### config.mk
export PLATFORM = sky130hd
export DESIGN_NAME = irq_ctl_top
export DESIGN_NICKNAME = d
export VERILOG_FILES = /design/src/rtl/irq_ctl_pkg.sv /design/src/rtl/irq_sync.sv /design/src/rtl/irq_status_cell.sv /design/src/rtl/irq_lowest.sv /design/src/rtl/irq_ctl_top.sv
export SDC_FILE = /design/constraint.sdc
export NUM_CORES = 1
export LEC_CHECK = 0
export ABC_AREA = 1
export ABC_CLOCK_PERIOD_IN_PS = 2930
export BUFFER_PORTS_ARGS = -buffer_cell sky130_fd_sc_hd__buf_2
export CELL_PAD_IN_SITES_DETAIL_PLACEMENT = 1
export CELL_PAD_IN_SITES_GLOBAL_PLACEMENT = 2
export CORE_MARGIN = 2
export CORE_UTILIZATION = 34
export DETAILED_ROUTE_END_ITERATION = 6
export PLACE_DENSITY = 0.85
export RECOVER_POWER = 25
export SYNTH_ARGS = -nofsm -noshare
export SYNTH_HDL_FRONTEND = slang
export SYNTH_SLANG_ARGS = --single-unit
### constraint.sdc
create_clock -name clk_i -period 2.93 [get_ports clk_i]
set_clock_uncertainty 0.1 [all_clocks]
set_input_delay 0.586 -clock clk_i [delete_from_list [all_inputs] [get_ports clk_i]]
set_output_delay 0.586 -clock clk_i [all_outputs]
set_load 0.02 [all_outputs]
### src/rtl/irq_ctl_pkg.sv
package irq_ctl_pkg;

    typedef enum logic [1:0] {
        VAR_LEVEL  = 2'd0,
        VAR_EDGE   = 2'd1,
        VAR_LEGACY = 2'd2
    } irq_variant_e;

    typedef enum logic {
        SL_IDLE = 1'b0,
        SL_HELD = 1'b1
    } latch_state_e;

    localparam logic REG_MASK   = 1'b0;
    localparam logic REG_STATUS = 1'b1;

endpackage

### src/rtl/irq_sync.sv
module irq_sync #(
    parameter int W = 32
) (
    input  logic         clk_i,
    input  logic         rst_ni,
    input  logic [W-1:0] async_i,
    output logic [W-1:0] sync_o
);
    logic [W-1:0] meta_q;
    logic [W-1:0] sync_q;

    always_ff @(posedge clk_i or negedge rst_ni) begin
        if (!rst_ni) begin
            meta_q <= '0;
            sync_q <= '0;
        end else begin
            meta_q <= async_i;
            sync_q <= meta_q;
        end
    end

    assign sync_o = sync_q;
endmodule

### src/rtl/irq_status_cell.sv
module irq_status_cell
    import irq_ctl_pkg::*;
#(
    parameter irq_variant_e VARIANT = VAR_EDGE
) (
    input  logic clk_i,
    input  logic rst_ni,
    input  logic line_i,
    input  logic stat_wr_i,
    input  logic wbit_i,
    output logic set_o,
    output logic stat_o
);
    latch_state_e state_q, state_d;
    logic         prev_q;
    logic         set_ev;
    logic         clr_req;

    // Event decode per variant
    always_comb begin
        unique case (VARIANT)
            VAR_LEVEL: begin
                set_ev  = line_i;
                clr_req = ~line_i;
            end
            VAR_EDGE: begin
                set_ev  = line_i & ~prev_q;
                clr_req = stat_wr_i & wbit_i;
            end
            default: begin
                set_ev  = line_i;
                clr_req = stat_wr_i & ~wbit_i;
            end
        endcase
    end

    // State register
    always_ff @(posedge clk_i or negedge rst_ni) begin
        if (!rst_ni) begin
            state_q <= SL_IDLE;
            prev_q  <= 1'b0;
        end else begin
            state_q <= state_d;
            prev_q  <= line_i;
        end
    end

    // Next state: set beats clear
    always_comb begin
        state_d = state_q;
        unique case (state_q)
            SL_IDLE: if (set_ev)             state_d = SL_HELD;
            SL_HELD: if (clr_req && !set_ev) state_d = SL_IDLE;
            default:                         state_d = SL_IDLE;
        endcase
    end

    // Outputs
    always_comb begin
        stat_o = (state_q == SL_HELD);
        set_o  = set_ev;
    end
endmodule

### src/rtl/irq_lowest.sv
module irq_lowest #(
    parameter int N  = 32,
    parameter int IW = $clog2(N)
) (
    input  logic [N-1:0]  vec_i,
    output logic [IW-1:0] idx_o,
    output logic          vld_o
);
    always_comb begin
        idx_o = '0;
        vld_o = 1'b0;
        for (int i = N - 1; i >= 0; i--) begin
            if (vec_i[i]) begin
                idx_o = IW'(i);
                vld_o = 1'b1;
            end
        end
    end
endmodule

### src/rtl/irq_ctl_top.sv
module irq_ctl_top
    import irq_ctl_pkg::*;
#(
    parameter int           N_SRC   = 32,
    parameter irq_variant_e VARIANT = VAR_EDGE
) (
    input  logic                     clk_i,
    input  logic                     rst_ni,
    input  logic [N_SRC-1:0]         irq_src_i,
    input  logic                     reg_we_i,
    input  logic                     reg_sel_i,
    input  logic [N_SRC-1:0]         reg_wdata_i,
    output logic [N_SRC-1:0]         reg_rdata_o,
    output logic                     cpu_irq_o,
    output logic [$clog2(N_SRC)-1:0] pend_idx_o,
    output logic                     pend_vld_o
);
    localparam int IDX_W = $clog2(N_SRC);

    logic [N_SRC-1:0] line_w;
    logic [N_SRC-1:0] status_w;
    logic [N_SRC-1:0] set_w;
    logic [N_SRC-1:0] mask_q;
    logic [N_SRC-1:0] active_w;
    logic             irq_q;
    logic             stat_wr;

    irq_sync #(.W(N_SRC)) u_sync (
        .clk_i   (clk_i),
        .rst_ni  (rst_ni),
        .async_i (irq_src_i),
        .sync_o  (line_w)
    );

    assign stat_wr = reg_we_i && (reg_sel_i == REG_STATUS);

    for (genvar g = 0; g < N_SRC; g++) begin : g_cell
        irq_status_cell #(.VARIANT(VARIANT)) u_cell (
            .clk_i     (clk_i),
            .rst_ni    (rst_ni),
            .line_i    (line_w[g]),
            .stat_wr_i (stat_wr),
            .wbit_i    (reg_wdata_i[g]),
            .set_o     (set_w[g]),
            .stat_o    (status_w[g])
        );
    end

    always_ff @(posedge clk_i or negedge rst_ni) begin
        if (!rst_ni) begin
            mask_q <= '0;
            irq_q  <= 1'b0;
        end else begin
            if (reg_we_i && (reg_sel_i == REG_MASK)) mask_q <= reg_wdata_i;
            irq_q <= |active_w;
        end
    end

    assign active_w = status_w & mask_q;

    irq_lowest #(.N(N_SRC), .IW(IDX_W)) u_lowest (
        .vec_i (active_w),
        .idx_o (pend_idx_o),
        .vld_o (pend_vld_o)
    );

    always_comb begin
        reg_rdata_o = (reg_sel_i == REG_STATUS) ? status_w : mask_q;
        cpu_irq_o   = irq_q;
    end
endmodule

# Yosys cells after proc, flatten, opt, wreduce, memory -nomap -nowiden
# Index checks and enable logic that the tools add are counted.
[word_totals]
register_bits = 161
input_bits = 68
elab_cells = 426
[op_classes]
mux = 161
bitwise_logic = 130
reduce_logical = 67
[ops]
columns = ["operator", "n"]
rows = [
  ["5-bit two-way mux", 32],
  ["1-bit two-way mux", 96],
  ["1-bit NOT", 65],
  ["1-bit AND", 64],
  ["1-bit one-hot mux with 2 select lines", 32],
  ["1-bit logical AND", 34],
  ["32-bit AND", 1],
  ["1-bit logical NOT", 32],
  ["32-bit two-way mux", 1],
  ["32-bit OR reduction", 1],
]

# Logic depth before layout (Yosys ltp)
# Gate-level depths: netlist of the first run.
[depth]
depth_word = 33
mapped_depth = 32
depth_no_buf = 32

# By module
# A second synthesis of the first run with hierarchy kept.
[hier_totals]
cells_unflattened = 697
area_unflattened_um2 = 6476.2
[by_module_without_submodules]
columns = ["module", "n_inst", "cells_per_inst", "area_each_um2"]
rows = [
  ["irq_status_cell", 32, 8, 72.6],
  ["irq_ctl_top", 1, 270, 2109.5],
  ["irq_sync", 1, 64, 1601.5],
  ["irq_lowest", 1, 107, 442.9],
]

# Worst setup path before layout of the first run
# No wires, ideal clock.
[synth_path]
kind = "register to output"
from = "reg g_cell[30].u_cell.state_q"
to = "out pend_idx_o[0]"
t_arrival_ns = 1.919
slack_ns = 0.325
path_stages_with_launch = 32
cell_sequence = "dfrtp_1 -> nand2_1 -> nand2_1 -> nand2_1 -> nand2_1 -> nand2_1 -> nand2_1 -> nand2_1 -> nand2_1 -> nand2_1 -> nand2_1 -> nand2_1 -> nand2_1 -> nand2_1 -> nand2_1 -> nand2_1 -> nand2_1 -> nand2_1 -> nand2_1 -> nand2_1 -> nand2_1 -> nand2_1 -> nand2_1 -> nand2_1 -> nand2_1 -> nand2_1 -> nand2_1 -> nand2_1 -> nand2_1 -> nand2_1 -> nand2_1 -> a21oi_2"
[synth_via]
elab_chain_len = 32
[synth_lines]
columns = ["item", "line_no", "rtl"]
rows = [
  ["start: declaration", "irq_status_cell.sv:14", "latch_state_e state_q, state_d;"],
  ["start signal: assignment", "irq_status_cell.sv:43", "state_q <= state_d;"],
  ["32-bit AND", "irq_ctl_top.sv:59", "assign active_w = status_w & mask_q;"],
  ["5-bit two-way mux (31 in series)", "irq_lowest.sv:13", "if (vec_i[i]) begin"],
  ["end: declaration", "irq_ctl_top.sv:15", "output logic [$clog2(N_SRC)-1:0] pend_idx_o,"],
]
# No other way between the ends.

# Final worst setup path of the first run
[layout_path]
from = "reg mask_q[31]"
to = "out pend_idx_o[0]"
[layout_via]
elab_chain_len = 33
[layout_lines]
columns = ["item", "line_no", "rtl"]
rows = [
  ["start: declaration", "irq_ctl_top.sv:23", "logic [N_SRC-1:0] mask_q;"],
  ["start signal: assignment", "irq_ctl_top.sv:54", "if (reg_we_i && (reg_sel_i == REG_MASK)) mask_q <= reg_wdata_i;"],
  ["32-bit AND", "irq_ctl_top.sv:59", ""],
  ["5-bit two-way mux (32 in series)", "irq_lowest.sv:13", ""],
]
# No other way between the ends.

==> flow_summary.toml, run 1 <==
[run_status]
status = "complete, but fails checks"
violations = "negative setup slack"

[grt]
grt_pass1_vias = 4746
grt.total_usage = 0.168
grt_pass1_wl_mm = 23.3
gr-total-overflow = 0
antenna_found_initial = 0
grt_max_degree = 69

[drt]
routedWlPerCell_um = 15.1
drt_first_iter_violations = 94
vias_per_cell = 4.54
ant_nets = 0
wl_mm = 14.2
drc = 0
via_count = 4271
first_pass_iters = 4

[setup_path]
crit_family = "simple AND/OR/NAND/NOR gates"
crit_arrival_ps = 2660
slowest_stage = "dfrtp_1"
worst_ep_required_time_ps = 2240
startpoint_type = "register"
cp_max_fo = 2
worstSetupPathType = "reg2out"
path_buf_inv = 2
cp-end-kind = "output port"
crit_top_cell = "nand2_1"
slowest_delay_ps = 370

[power_and_ir_drop]
finalPower_mw = 5.60
static-leakage-power_nw = 3.83
peakVddDrop_mv = 0.396
powerDensity_mw_per_mm2 = 760

[sta]
setup_tns_ps = -603
relSlewSlack = 0.544
tightest_slew_ps = 683
slew_viol_final = 0
setup_violations = 2
layout_min_cycle_time_ps = 3350
hold_violations = 0
rsz0062_at_grt = "yes"
finalWorstSetupSlack_ps = -419
period_share = 1.14
fmaxAchievable_ghz = 0.299

[synthesis]
yosysWarnings = 0
syn_inst = 584
muxShareOfSynthArea = 0
synth.ff_latch_count = 161
ys_seq_area_frac = 0.690
synthSimpleGateAreaFrac = 0.166
synth-compound-area-share = 0.0909
synth_top_family_by_area = "simple AND/OR/NAND/NOR gates"
synthAdderAreaFrac = 0
synth_cell_type_count = 16
avgSynthCellArea_sq_um = 10.0
syn_area_sq_mm = 0.00584
syn_nets = 652
synth_xor_area_frac = 0

[layout]
n_fill_cell = 1921
multi_input_area_sq_mm = 0.00152
nets = 775
diodes = 0
area_delta_synth_final_pct = 26.3
seq_area_sq_mm = 0.00403
drive_above_1_share = 0.224

[clocking]
clock_path_buffers = 2
numCtsBuffers = 17
clk_latency_ps = 420
cts_root_buf = "clkbuf_16"
h-tree-depth = 4
cts_tree = "done"
clk_pin_slew_ps = 60
clkSinkCount = 161

[floorplan]
start_util = 0.350
dieArea_sq_mm = 0.0182
io_pins = 107
die_h_um = 135
coreArea_sq_mm = 0.0167
die_w_um = 135
rows = 47

[placement]
place_hpwl_mm = 9.52
portBuffers = 106
place.gp.congestion = 0.782
pre_cts_ws_ps = -24.4

[hold_path]
hp-class = "in2async"

[run]
cap_viol_max_count = 0
[where the power goes]
part / switching, mW / internal [mW] / leakage, nW
clock network: 0.869 / 1.47 / 0.290
registers: 0.122 / 2.40 / 1.86
logic: 0.474 / 0.270 / 1.68
[worst reg2reg max path: cells and delay by family (launching register included)]
family / cells / cell delay [ps]
simple gates: 6 / 670
buf+inv: 2 / 200
flops: 1 / 390
[state kept, by name, indices dropped and copies added, names as in the netlist]
signal / cells
cpu_irq_o: 1
g_cell.u_cell.prev_q: 32
g_cell.u_cell.stat_o: 32
mask_q: 32
u_sync.meta_q: 32
u_sync.sync_o: 32
[final cells by class]
cell class | count | share of cell area
multi-input cells | 340 | 0.205
clock inverters | 9 | 0.0210
repair buffers | 120 | 0.0923
inverters | 67 | 0.0341
clock buffers | 23 | 0.0635
flip-flops and latches | 161 | 0.546
well taps | 220 | 0.0373
[cells by family (layout without fill, tap and decap cells)]
kind of cell | after synthesis | count (layout)
simple gates | 237 | 237
compound gates | 103 | 103
flops | 161 | 161
buf+inv | 83 | 219
[Yosys cell counts, drive strengths merged]
cell type    n  area [sq um]
a31oi        3          18.8
dfrtp      161          4030
a21oi        1          8.76
a21boi       1          7.51
clkbuf      16          60.1
nand2      216           888
nor2        20          75.1
inv         67           251
o21ai       96           480
o21bai       1          7.51
o31ai        1          7.51
nor3         1          5.00
[through the flow]
stage               cell area, sq um  std cells   util  hold WS (ps)
floorplan                       5840        584      -           190
global placement                6720        906  0.402           232
detailed placement              6720        906  0.402           236
CTS                             7360        939  0.441          42.0
global route                    7370        940  0.442          73.6
finish                          7370        940  0.442          29.7
[worst paths after layout]
kind                                    from                end  slack, ps  cells after the start
max                               mask_q[31]      pend_idx_o[0]       -420                     33
min                                   rst_ni   u_sync.meta_q[2]         30                      1
max reg2reg                       mask_q[31]          cpu_irq_o       1450                      8
min reg2reg                u_sync.meta_q[21]  u_sync.sync_o[21]        240                      0
max in group asynchronous             rst_ni   u_sync.sync_o[8]       1860                      2
min in group clk_i              irq_src_i[4]   u_sync.meta_q[4]        170                      1
[routing by layer]
metal  share of wire  global-route usage  vias to the layer above
met3           0.037              0.0439                       20
met1            0.43               0.200                     2119
met4           0.016              0.0532                        0
met2            0.51               0.298                       80
li1                -                   -                     2052
met5               0                   0                        -
[cell usage in the layout (no fill, tap or decap)]
cell and n:
o21ai_0 4, a21boi_1 1, clkbuf_16 17, nor2_1 20
clkbuf_8 2, inv_1 66, o21ai_1 92, o31ai_1 1
nand2_2 2, inv_2 1, dfrtp_1 161, a31oi_2 1
buf_4 13, clkbuf_1 7, clkinv_2 1, a21oi_2 1
nand2_1 203, buf_12 3, nor3_1 1, a31oi_1 2
o21bai_1 1, clkinvlp_4 4, nand2_4 11, bufinv_16 4
buf_6 1, buf_2 100
[timing repair]
action	CTS	global route
hold buffers	0	0
buffers inserted	2	1
pin swaps	14	11
gates resized for setup	2	3
endpoints found under the setup margin	2	2
Power figures use the tool's default switching activity.
==> run 2: changes to the inputs <==
--- a/config.mk
+++ b/config.mk
@@ -6,7 +6,7 @@
 export NUM_CORES = 1
 export LEC_CHECK = 0
 export ABC_AREA = 1
-export ABC_CLOCK_PERIOD_IN_PS = 2930
+export ABC_CLOCK_PERIOD_IN_PS = 3200
 export BUFFER_PORTS_ARGS = -buffer_cell sky130_fd_sc_hd__buf_2
 export CELL_PAD_IN_SITES_DETAIL_PLACEMENT = 1
 export CELL_PAD_IN_SITES_GLOBAL_PLACEMENT = 2
==> constraint.sdc (replaced) <==
create_clock -name clk_i -period 3.2 [get_ports clk_i]
set_clock_uncertainty 0.1 [all_clocks]
set_input_delay 0.64 -clock clk_i [delete_from_list [all_inputs] [get_ports clk_i]]
set_output_delay 0.64 -clock clk_i [all_outputs]
set_load 0.02 [all_outputs]
==> run 2 against run 1 <==
Effect of this change:
- the flow still finishes with violations (negative setup slack)
- combinational power fell by 9.1%
- sequential share of layout area fell by 0.35 points
- wire length is 1.8% lower
- count of clock-buffer cells in the layout fell by 5
- cell count fell by 0.11%
- core utilization grew 0.28 points
- largest cell class unchanged
- cell area rose by 0.64%
- highest routed layer unchanged
- total power down 4.3%
- sequential power decreased by 8.3%
- critical path type unchanged
- critical path depth is the same
==> flow_summary.toml, run 2 (same netlist as run 1, synthesis figures left out) <==
[run_status]
status = "complete, but fails checks"
violations = "negative setup slack"

[setup_path]
crit_arrival_ps = 2690
slowest_delay_ps = 380
startpoint_type = "register"
r2r_slack_ps = 1820
cp-end-kind = "output port"
slowest_stage = "dfrtp_1"
crit_top_cell = "nand2_1"
worstSetupPathType = "reg2out"
cp_max_fo = 2
endpoint = "pend_idx_o[0]"
rr_endpoint = "cpu_irq_o"
reg2reg_depth = 7
startpoint = "mask_q[31]"
r2r_start = "mask_q[31]"
worst_ep_required_time_ps = 2460

[layout]
layout_common_cells = "nand2_1 (202), dfrtp_1 (161), buf_2 (101)"
post-route-util = 0.444
final_common_cell = "nand2_1"
area_delta_synth_final_pct = 27.1
nets = 774
diodes = 0
drive_above_1_share = 0.229

[sta]
whs_ps = 192
tightest_slew_ps = 918
fmaxAchievable_ghz = 0.291
relSlewSlack = 0.388
hold_violations = 0
finalWorstSetupSlack_ps = -232
period_share = 1.07
rsz0062_at_grt = "yes"
setup_violations = 1
setup_tns_ps = -232
slew_viol_final = 0
layout_min_cycle_time_ps = 3430

[grt]
grt.total_usage = 0.167
gr-total-overflow = 0
grt_pass1_vias = 4665
grt_max_degree = 162
antenna_found_initial = 0
grt_pass1_wl_mm = 23.1

[placement]
pre_cts_ws_ps = 194
place_hpwl_mm = 9.19
portBuffers = 106
place.gp.congestion = 0.766

[clocking]
clkSinkCount = 161
numCtsBuffers = 17
clock_path_buffers = 2
clk_latency_ps = 430
cts_root_buf = "clkbuf_16"
clk_pin_slew_ps = 60
ctsHoldBuffers = 0
cts_tree = "done"
h-tree-depth = 4

[floorplan]
start_util = 0.350
coreArea_sq_mm = 0.0167
dieArea_sq_mm = 0.0182
io_pins = 107
die_w_um = 135
die_h_um = 135
rows = 47

[power_and_ir_drop]
peakVddDrop_mv = 0.350
finalPower_mw = 5.36
static-leakage-power_nw = 3.87
powerDensity_mw_per_mm2 = 722
combPwrFrac = 0.126
p_sw_mw = 1.36
intPower_mw = 4.00
seqPwrFrac = 0.430
swShare = 0.254
p_clk_frac = 0.444

[drt]
via_count = 4254
vias_per_cell = 4.53
routedWlPerCell_um = 14.9
drc = 0
ant_nets = 0
first_pass_iters = 4
wl_mm = 14.0
drt_first_iter_violations = 126

[run]
cap_viol_max_count = 0

[hold_path]
hp-class = "in2async"
run 2: cell count changes in the layout (fill, tap and decap cells not counted), moves of 2 or more:
| cell | before | now |
|---|---|---|
| clkbuf_1 | 7 | 2 |
| nand2_2 | 2 | 4 |
| clkinv_2 | 1 | 3 |
| clkinv_4 | 0 | 2 |
| clkinvlp_4 | 4 | 1 |
| bufinv_16 | 4 | 7 |
run 2: worst min-delay path by stage:
stage                        endpoint              from  cells after the start
detailed placement   u_sync.sync_o[8]  u_sync.meta_q[8]                      0
global route        u_sync.meta_q[28]     irq_src_i[28]                      1
floorplan            u_sync.sync_o[0]  u_sync.meta_q[0]                      0
CTS                 u_sync.meta_q[26]     irq_src_i[26]                      1
finish               u_sync.meta_q[2]            rst_ni                      2
global placement     u_sync.sync_o[2]  u_sync.meta_q[2]                      0
run 2: metal layers:
layer,GRT usage,wire length (um),part of all wire,up-vias
met2,0.289,7020,0.50,75
met5,0,0,0,-
met3,0.0368,484,0.035,21
li1,-,-,-,2057
met1,0.202,6170,0.44,2101
met4,0.0723,297,0.021,0
run 2: critical path: cells and delay by family (launching register included):
family,cells,cell delay (ps)
buf+inv,2,200
flops,1,380
simple gates,30,1600
compound gates,1,110
run 2: stage by stage:
step,area [sq um],instances
after floorplan,5840,584
after global placement,6650,898
after detailed placement,6650,898
after CTS,7380,934
after global routing,7420,939
final,7420,939
run 2: power by group through the flow:
stage	Combinational, mW	Sequential, mW	Clock (mW)
detailed placement	0.657	2.35	0
global placement	0.643	2.33	0
CTS	0.676	2.31	2.44
finish	0.676	2.31	2.38
floorplan	0.404	2.31	0
global route	0.772	2.33	2.51
run 2: repair_timing:
action                                  4_1_cts  5_1_grt
buffers inserted                              4        5
gates resized for setup                       1        3
pin swaps                                     1        5
endpoints found under the setup margin        1        2
run 2: layout make-up:
class                   count  area, sq um
flip-flops and latches    161         4030
clock buffers              18          439
inverters                  67          251
fillers                  1945         9280
multi-input cells         340         1510
well taps                 220          275
clock inverters            14          259
repair buffers            119          662
